### src/rtl/pacc_pkg.sv
package pacc_pkg;

    typedef enum logic [1:0] {
        ST_OFF   = 2'd0,
        ST_SPLIT = 2'd1,
        ST_CHAIN = 2'd2
    } pacc_mode_e;

endpackage

### src/rtl/pacc_mode_fsm.sv
module pacc_mode_fsm
    import pacc_pkg::*;
(
    input  logic       clk,
    input  logic       rst_n,
    input  logic       en,
    input  logic       cascade,
    output pacc_mode_e state,
    output logic       count_on,
    output logic       chained
);

    pacc_mode_e state_nxt;

    // next-state logic
    always_comb begin
        state_nxt = state;
        unique case (state)
            ST_OFF: begin
                if (en) state_nxt = cascade ? ST_CHAIN : ST_SPLIT;
            end
            ST_SPLIT: begin
                if (!en)         state_nxt = ST_OFF;
                else if (cascade) state_nxt = ST_CHAIN;
            end
            ST_CHAIN: begin
                if (!en)          state_nxt = ST_OFF;
                else if (!cascade) state_nxt = ST_SPLIT;
            end
            default: state_nxt = ST_OFF;
        endcase
    end

    // state register
    always_ff @(posedge clk or negedge rst_n) begin
        if (!rst_n) state <= ST_OFF;
        else        state <= state_nxt;
    end

    // outputs
    always_comb begin
        count_on = 1'b0;
        chained  = 1'b0;
        unique case (state)
            ST_OFF:   begin count_on = 1'b0; chained = 1'b0; end
            ST_SPLIT: begin count_on = 1'b1; chained = 1'b0; end
            ST_CHAIN: begin count_on = 1'b1; chained = 1'b1; end
            default:  begin count_on = 1'b0; chained = 1'b0; end
        endcase
    end

    // the registered mode follows en/cascade one edge later
    a_r6_mode_follows: assert property (@(posedge clk) disable iff (!rst_n)
        1'b1 |=> (state == ($past(en) ? ($past(cascade) ? ST_CHAIN : ST_SPLIT) : ST_OFF)));

    // a legal state only
    a_r1_state_legal: assert property (@(posedge clk) disable iff (!rst_n)
        state != 2'd3);

endmodule

### src/rtl/pacc_counter.sv
module pacc_counter #(
    parameter int W = 8
) (
    input  logic         clk,
    input  logic         rst_n,
    input  logic         inc,
    input  logic         wrap,
    input  logic         flag_top,
    input  logic         clr,
    input  logic         rd,
    output logic [W-1:0] cnt,
    output logic         carry,
    output logic         ovf
);

    localparam logic [W-1:0] TOP = {W{1'b1}};

    logic at_top;
    logic set_ovf;

    assign at_top  = (cnt == TOP);
    assign carry   = inc & at_top & wrap & ~clr;
    assign set_ovf = inc & at_top & flag_top & ~clr;

    always_ff @(posedge clk or negedge rst_n) begin
        if (!rst_n) begin
            cnt <= '0;
        end else if (clr) begin
            cnt <= '0;
        end else if (inc) begin
            if (!at_top)   cnt <= cnt + 1'b1;
            else if (wrap) cnt <= '0;
        end
    end

    always_ff @(posedge clk or negedge rst_n) begin
        if (!rst_n)       ovf <= 1'b0;
        else if (clr)     ovf <= 1'b0;
        else if (set_ovf) ovf <= 1'b1;
        else if (rd)      ovf <= 1'b0;
    end

    // saturating counter holds its top value
    a_r3_sat_stays: assert property (@(posedge clk) disable iff (!rst_n)
        (at_top && inc && !wrap && !clr) |=> (cnt == TOP));

    // flag set when saturating with flagging enabled
    a_r3_flag_set: assert property (@(posedge clk) disable iff (!rst_n)
        (at_top && inc && flag_top && !clr) |=> ovf);

    // clear empties the counter and flag
    a_r9_clr_zero: assert property (@(posedge clk) disable iff (!rst_n)
        clr |=> (cnt == '0 && !ovf));

    // no increment request, no movement
    a_r7_idle_stable: assert property (@(posedge clk) disable iff (!rst_n)
        (!inc && !clr) |=> $stable(cnt));

    // read without a new overflow drops the flag
    a_r10_rd_clears: assert property (@(posedge clk) disable iff (!rst_n)
        (rd && !clr && !(inc && at_top && flag_top)) |=> !ovf);

endmodule

### src/rtl/pacc_hold.sv
module pacc_hold #(
    parameter int W = 8
) (
    input  logic         clk,
    input  logic         rst_n,
    input  logic         latch,
    input  logic [W-1:0] live,
    output logic [W-1:0] held
);

    always_ff @(posedge clk or negedge rst_n) begin
        if (!rst_n)     held <= '0;
        else if (latch) held <= live;
    end

    // a latch copies the pre-edge live value
    a_r8_latch_copy: assert property (@(posedge clk) disable iff (!rst_n)
        latch |=> (held == $past(live)));

    // without a latch the held value stays
    a_r8_hold_stable: assert property (@(posedge clk) disable iff (!rst_n)
        !latch |=> $stable(held));

endmodule

### src/rtl/pacc_pair.sv
module pacc_pair
    import pacc_pkg::*;
#(
    parameter int W = 8
) (
    input  logic         clk,
    input  logic         rst_n,
    input  logic         en,
    input  logic         cascade,
    input  logic         evt_lo,
    input  logic         evt_hi,
    input  logic         latch,
    input  logic         clr_lo,
    input  logic         clr_hi,
    input  logic         rd_lo,
    input  logic         rd_hi,
    output logic [W-1:0] cnt_lo,
    output logic [W-1:0] cnt_hi,
    output logic [W-1:0] hold_lo,
    output logic [W-1:0] hold_hi,
    output logic         ovf_lo,
    output logic         ovf_hi
);

    localparam int NCH = 2;

    pacc_mode_e mode;
    logic       count_on;
    logic       chained;

    logic [NCH-1:0]        inc_v;
    logic [NCH-1:0]        wrap_v;
    logic [NCH-1:0]        flag_v;
    logic [NCH-1:0]        clr_v;
    logic [NCH-1:0]        rd_v;
    logic [NCH-1:0]        carry_v;
    logic [NCH-1:0]        ovf_v;
    logic [NCH-1:0][W-1:0] cnt_v;
    logic [NCH-1:0][W-1:0] held_v;

    pacc_mode_fsm u_fsm (
        .clk      (clk),
        .rst_n    (rst_n),
        .en       (en),
        .cascade  (cascade),
        .state    (mode),
        .count_on (count_on),
        .chained  (chained)
    );

    // steering: index 0 is the low counter, index 1 the high counter
    always_comb begin
        inc_v[0]  = count_on & evt_lo;
        inc_v[1]  = count_on & (chained ? carry_v[0] : evt_hi);
        wrap_v[0] = chained;
        wrap_v[1] = chained;
        flag_v[0] = ~chained;
        flag_v[1] = 1'b1;
        clr_v     = {clr_hi, clr_lo};
        rd_v      = {rd_hi, rd_lo};
    end

    for (genvar g = 0; g < NCH; g++) begin : g_ch
        pacc_counter #(.W(W)) u_cnt (
            .clk      (clk),
            .rst_n    (rst_n),
            .inc      (inc_v[g]),
            .wrap     (wrap_v[g]),
            .flag_top (flag_v[g]),
            .clr      (clr_v[g]),
            .rd       (rd_v[g]),
            .cnt      (cnt_v[g]),
            .carry    (carry_v[g]),
            .ovf      (ovf_v[g])
        );
        pacc_hold #(.W(W)) u_hold (
            .clk   (clk),
            .rst_n (rst_n),
            .latch (latch),
            .live  (cnt_v[g]),
            .held  (held_v[g])
        );
    end

    assign cnt_lo  = cnt_v[0];
    assign cnt_hi  = cnt_v[1];
    assign hold_lo = held_v[0];
    assign hold_hi = held_v[1];
    assign ovf_lo  = ovf_v[0];
    assign ovf_hi  = ovf_v[1];

    // in chain mode the high byte moves only on a low rollover
    a_r4_hi_by_carry: assert property (@(posedge clk) disable iff (!rst_n)
        (mode == ST_CHAIN && !clr_hi && !(evt_lo && !clr_lo && cnt_lo == {W{1'b1}}))
        |=> $stable(cnt_hi));

    // chain rollover of the low byte never raises ovf_lo
    a_r5_no_lo_flag: assert property (@(posedge clk) disable iff (!rst_n)
        (mode == ST_CHAIN && !ovf_lo) |=> !ovf_lo);

    // stopped counters keep their values
    a_r7_off_frozen: assert property (@(posedge clk) disable iff (!rst_n)
        (mode == ST_OFF && !clr_lo && !clr_hi) |=> ($stable(cnt_lo) && $stable(cnt_hi)));

endmodule

### config.mk
export PLATFORM = sky130hd
export DESIGN_NAME = pacc_pair
export DESIGN_NICKNAME = d
export VERILOG_FILES = /design/src/rtl/pacc_pkg.sv /design/src/rtl/pacc_mode_fsm.sv /design/src/rtl/pacc_counter.sv /design/src/rtl/pacc_hold.sv /design/src/rtl/pacc_pair.sv
export SDC_FILE = /design/constraint.sdc
export NUM_CORES = 1
export LEC_CHECK = 0
export BUFFER_PORTS_ARGS = -buffer_cell sky130_fd_sc_hd__clkbuf_2
export CAP_MARGIN = 10
export CELL_PAD_IN_SITES_DETAIL_PLACEMENT = 0
export CELL_PAD_IN_SITES_GLOBAL_PLACEMENT = 1
export CORE_UTILIZATION = 41
export DETAILED_ROUTE_END_ITERATION = 7
export HOLD_SLACK_MARGIN = 0.15
export PLACE_DENSITY_LB_ADDON = 0.1
export SETUP_SLACK_MARGIN = 0.02
export SLEW_MARGIN = 30
export SYNTH_ARGS = -nofsm -noshare
export SYNTH_HDL_FRONTEND = slang
export SYNTH_SLANG_ARGS = --single-unit
### constraint.sdc
create_clock -name clk -period 2.2 [get_ports clk]
set_input_delay 0.44 -clock clk [delete_from_list [all_inputs] [get_ports clk]]
set_output_delay 0.44 -clock clk [all_outputs]
set_load 0.02 [all_outputs]
==> run_results.csv <==
group,metric,value,unit
timing,worstMarginPinSlew,0.420,ns
drt,ant_nets,0,
finish,areaGrowthSynthToFinish,23.6,%
timing,hold_ws,0.419,ns
synth,synth_flop_cell,"dfrtp_1",
worst_setup_path,crit_chain,"inv_1 > ha_1 > nand4b_1 > or3_4 > a21oi_1 > mux2_2",
worst_setup_path,startpoint,"u_fsm.state[0]$_DFFE_PN0P_",
worst_setup_path,startpoint_type,"flip-flop",
place,gp_congestion,0.867,
worst_setup_path,cp_data_required_time,2.38,ns
grt,grt_pass1_vias,1522,
power,max-vdd-ir-drop,403,uV
clocking,clock_sinks,36,
clocking,clkTransAtPathRegs,0.07,ns
drt,wirelength,4270,um
floorplan,core_area,0.00435,mm2
worst_setup_path,slowest_stage,"dfrtp_1",
place,port_buffers,44,
clocking,clk_path_buf_depth,2,
timing,period_minus_slack,2.05,ns
worst_setup_path,reg2reg_from,"u_fsm.state[0]$_DFFE_PN0P_",
synth,avgSynthCellArea,11.2,um2
synth,synth_edf_count,0,
drt,vias_per_cell,5.55,
grt,gr-total-overflow,0,
clocking,ctsHtreeMaxLevel,2,
timing,min_period_over_period,93.1,%
worst_setup_path,worst_ep_arrival_time,2.22,ns
synth,synth_nets,184,
drt,drt_iter0_drc,74,
worst_setup_path,r2r_slack,0.15,ns
synth,netlist_top_cells_area,"dfrtp_1, mux2_2, ha_1",
floorplan,num_rows,24,
drt,post_drt_wl_per_cell,15.6,um
place,post_dp_cell_area,0.00218,mm2
worst_setup_path,slowest_delay,0.41,ns
worst_setup_path,critPathMaxFanout,10,
drt,drc,0,
floorplan,die-area,0.00483,mm2
floorplan,start_util,42.9,%
finish,drive_above_1_share,41.4,%
finish,final_util,53.0,%
finish,finalInstanceArea,0.00231,mm2
clocking,cts_tree,"built",
timing,slew_headroom,71.7,%
synth,synth.cell_area,0.00187,mm2
synth,yosysTopAreaCellShare,48.2,%
timing,max_freq,488,MHz
timing,clock_skew,0.00677,ns
clocking,cts_buffers,5,
run_status,status,"finished, final reports clean",
synth,yosysSeqAreaShare,48.2,%
drt,dr.pass1.iters,4,
grt,grt_usage,19.2,%
floorplan,die_w,69.5,um
synth,synthTopCellsByCount,"dfrtp_1, mux2_2, nor2_1",
worst_setup_path,endpoint_kind,"flip-flop",
timing,tns,0,ns
timing,finalSetupViolCount,0,
worst_setup_path,r2r_cells,6,
grt,grt_max_degree,17,
power,power_density,798,mW/mm2
clocking,clk_latency,0.29,ns
floorplan,die_y,69.5,um
synth,ys_warn_count,0,
worst_setup_path,critical_path_class,"reg2reg",
power,total_power,1.84,mW
job,cap_violations,0,
synth,synthArstFlopShare,100,%
timing,finalHoldViolations,0,
drt,route.vias.total,1522,
finish,antenna_cells,0,
power,p_leak,1.17,nW
worst_hold_path,hold_class,"in2reg",
grt,antenna_found_initial,0,
timing,drv_slew,0,
timing,rsz0062_at_grt,"false",
worst_setup_path,endpoint,"g_ch[1].u_cnt.cnt[4]$_DFFE_PN0P_",
synth,ys_ff_latch,36,
synth,synthCells,167,
synth,yosysMostFrequentCell,"dfrtp_1",
finish,fin_nets,238,
place,dp_hpwl,3150,um
worst_setup_path,reg2reg_to,"g_ch[1].u_cnt.cnt[4]$_DFFE_PN0P_",
synth,synthDistinctLibCells,44,
synth,synth_largest_area_cell,"dfrtp_1",
clocking,clockRootBuffer,"clkbuf_8",
floorplan,io_pins,45,
grt,grt_pass1_wl,7400,um
registers in the layout (all words and copies together), names as in the netlist:
| name | flops |
|---|---|
| g_ch.u_cnt.ovf | 2 |
| u_fsm.state | 2 |
| g_ch.u_hold.held | 16 |
| g_ch.u_cnt.cnt | 16 |
cell type report:
| type | instances | area (um2) |
|---|---|---|
| multi-input cells | 121 | 927 |
| well taps | 52 | 65.1 |
| fillers | 408 | 2040 |
| clock buffers | 5 | 68.8 |
| inverters | 4 | 15.0 |
| repair buffers | 53 | 290 |
| clock inverters | 3 | 42.5 |
| flip-flops and latches | 36 | 901 |
worst max-delay path, delay by kind of cell, from the launching register on:
kind	cells	cell delay, ns
buffers and inverters	1	0.08
AOI/OAI and AO/OA	1	0.19
muxes	1	0.35
adders and majority gates	1	0.35
and+or+nand+nor	2	0.55
DFF	1	0.41
where the power goes:
group          internal (mW)  leakage, nW  switching, mW
registers              0.716        0.498         0.0636
clock network          0.335       0.0541          0.237
logic                  0.206        0.620          0.285
through the flow:
stage / setup WS (ns) / std cells
after floorplan: 0.202 / 167
after global placement: 0.192 / 265
after detailed placement: 0.0805 / 265
after CTS: 0.0771 / 274
after global routing: 0.0785 / 274
final: 0.152 / 274
logic make-up after synthesis:
kind of cell,synth area share (%)
buffers and inverters,2.41
AND/OR/NAND/NOR,16.6
adder cells (fa/ha/maj),4.02
XOR/XNOR,1.41
AO/OA/AOI/OAI,13.1
flip-flops,48.2
multiplexers,14.3
cell usage in the layout (no fill, tap or decap), drive strengths merged, types with 5 or more instances in the layout:
cell type / Yosys / final
a21oi: 12 / 12
buf: 1 / 8
clkbuf: 5 / 49
dfrtp: 36 / 36
ha: 6 / 6
mux2: 21 / 21
nand2: 7 / 7
nand3: 7 / 7
nor2: 14 / 14
o21ai: 5 / 5
worst min path at each step:
| stage | start | end | cells after the start |
|---|---|---|---|
| after floorplan | rst_n | g_ch[0].u_cnt.cnt[0]$_DFFE_PN0P_ | 0 |
| after global placement | rst_n | g_ch[0].u_cnt.ovf$_DFFE_PN0P_ | 1 |
| after detailed placement | rst_n | u_fsm.state[0]$_DFFE_PN0P_ | 1 |
| after CTS | rd_hi | g_ch[1].u_cnt.ovf$_DFFE_PN0P_ | 3 |
| after global routing | rd_hi | g_ch[1].u_cnt.ovf$_DFFE_PN0P_ | 3 |
| final | rd_hi | g_ch[1].u_cnt.ovf$_DFFE_PN0P_ | 3 |
routing by layer:
metal / GRT usage, % / wire (um)
met4: 7.26 / 65
met2: 30.0 / 1950
met5: 0 / 0
met3: 4.94 / 204
met1: 25.5 / 2050
what timing repair did:
action,CTS,global route
setup endpoints to repair,0,2
hold buffers,1,0
setup buffers,0,0
resized for setup,0,1
endpoints found under the hold margin,7,0
No activity file was read; power rests on OpenSTA's default activity.
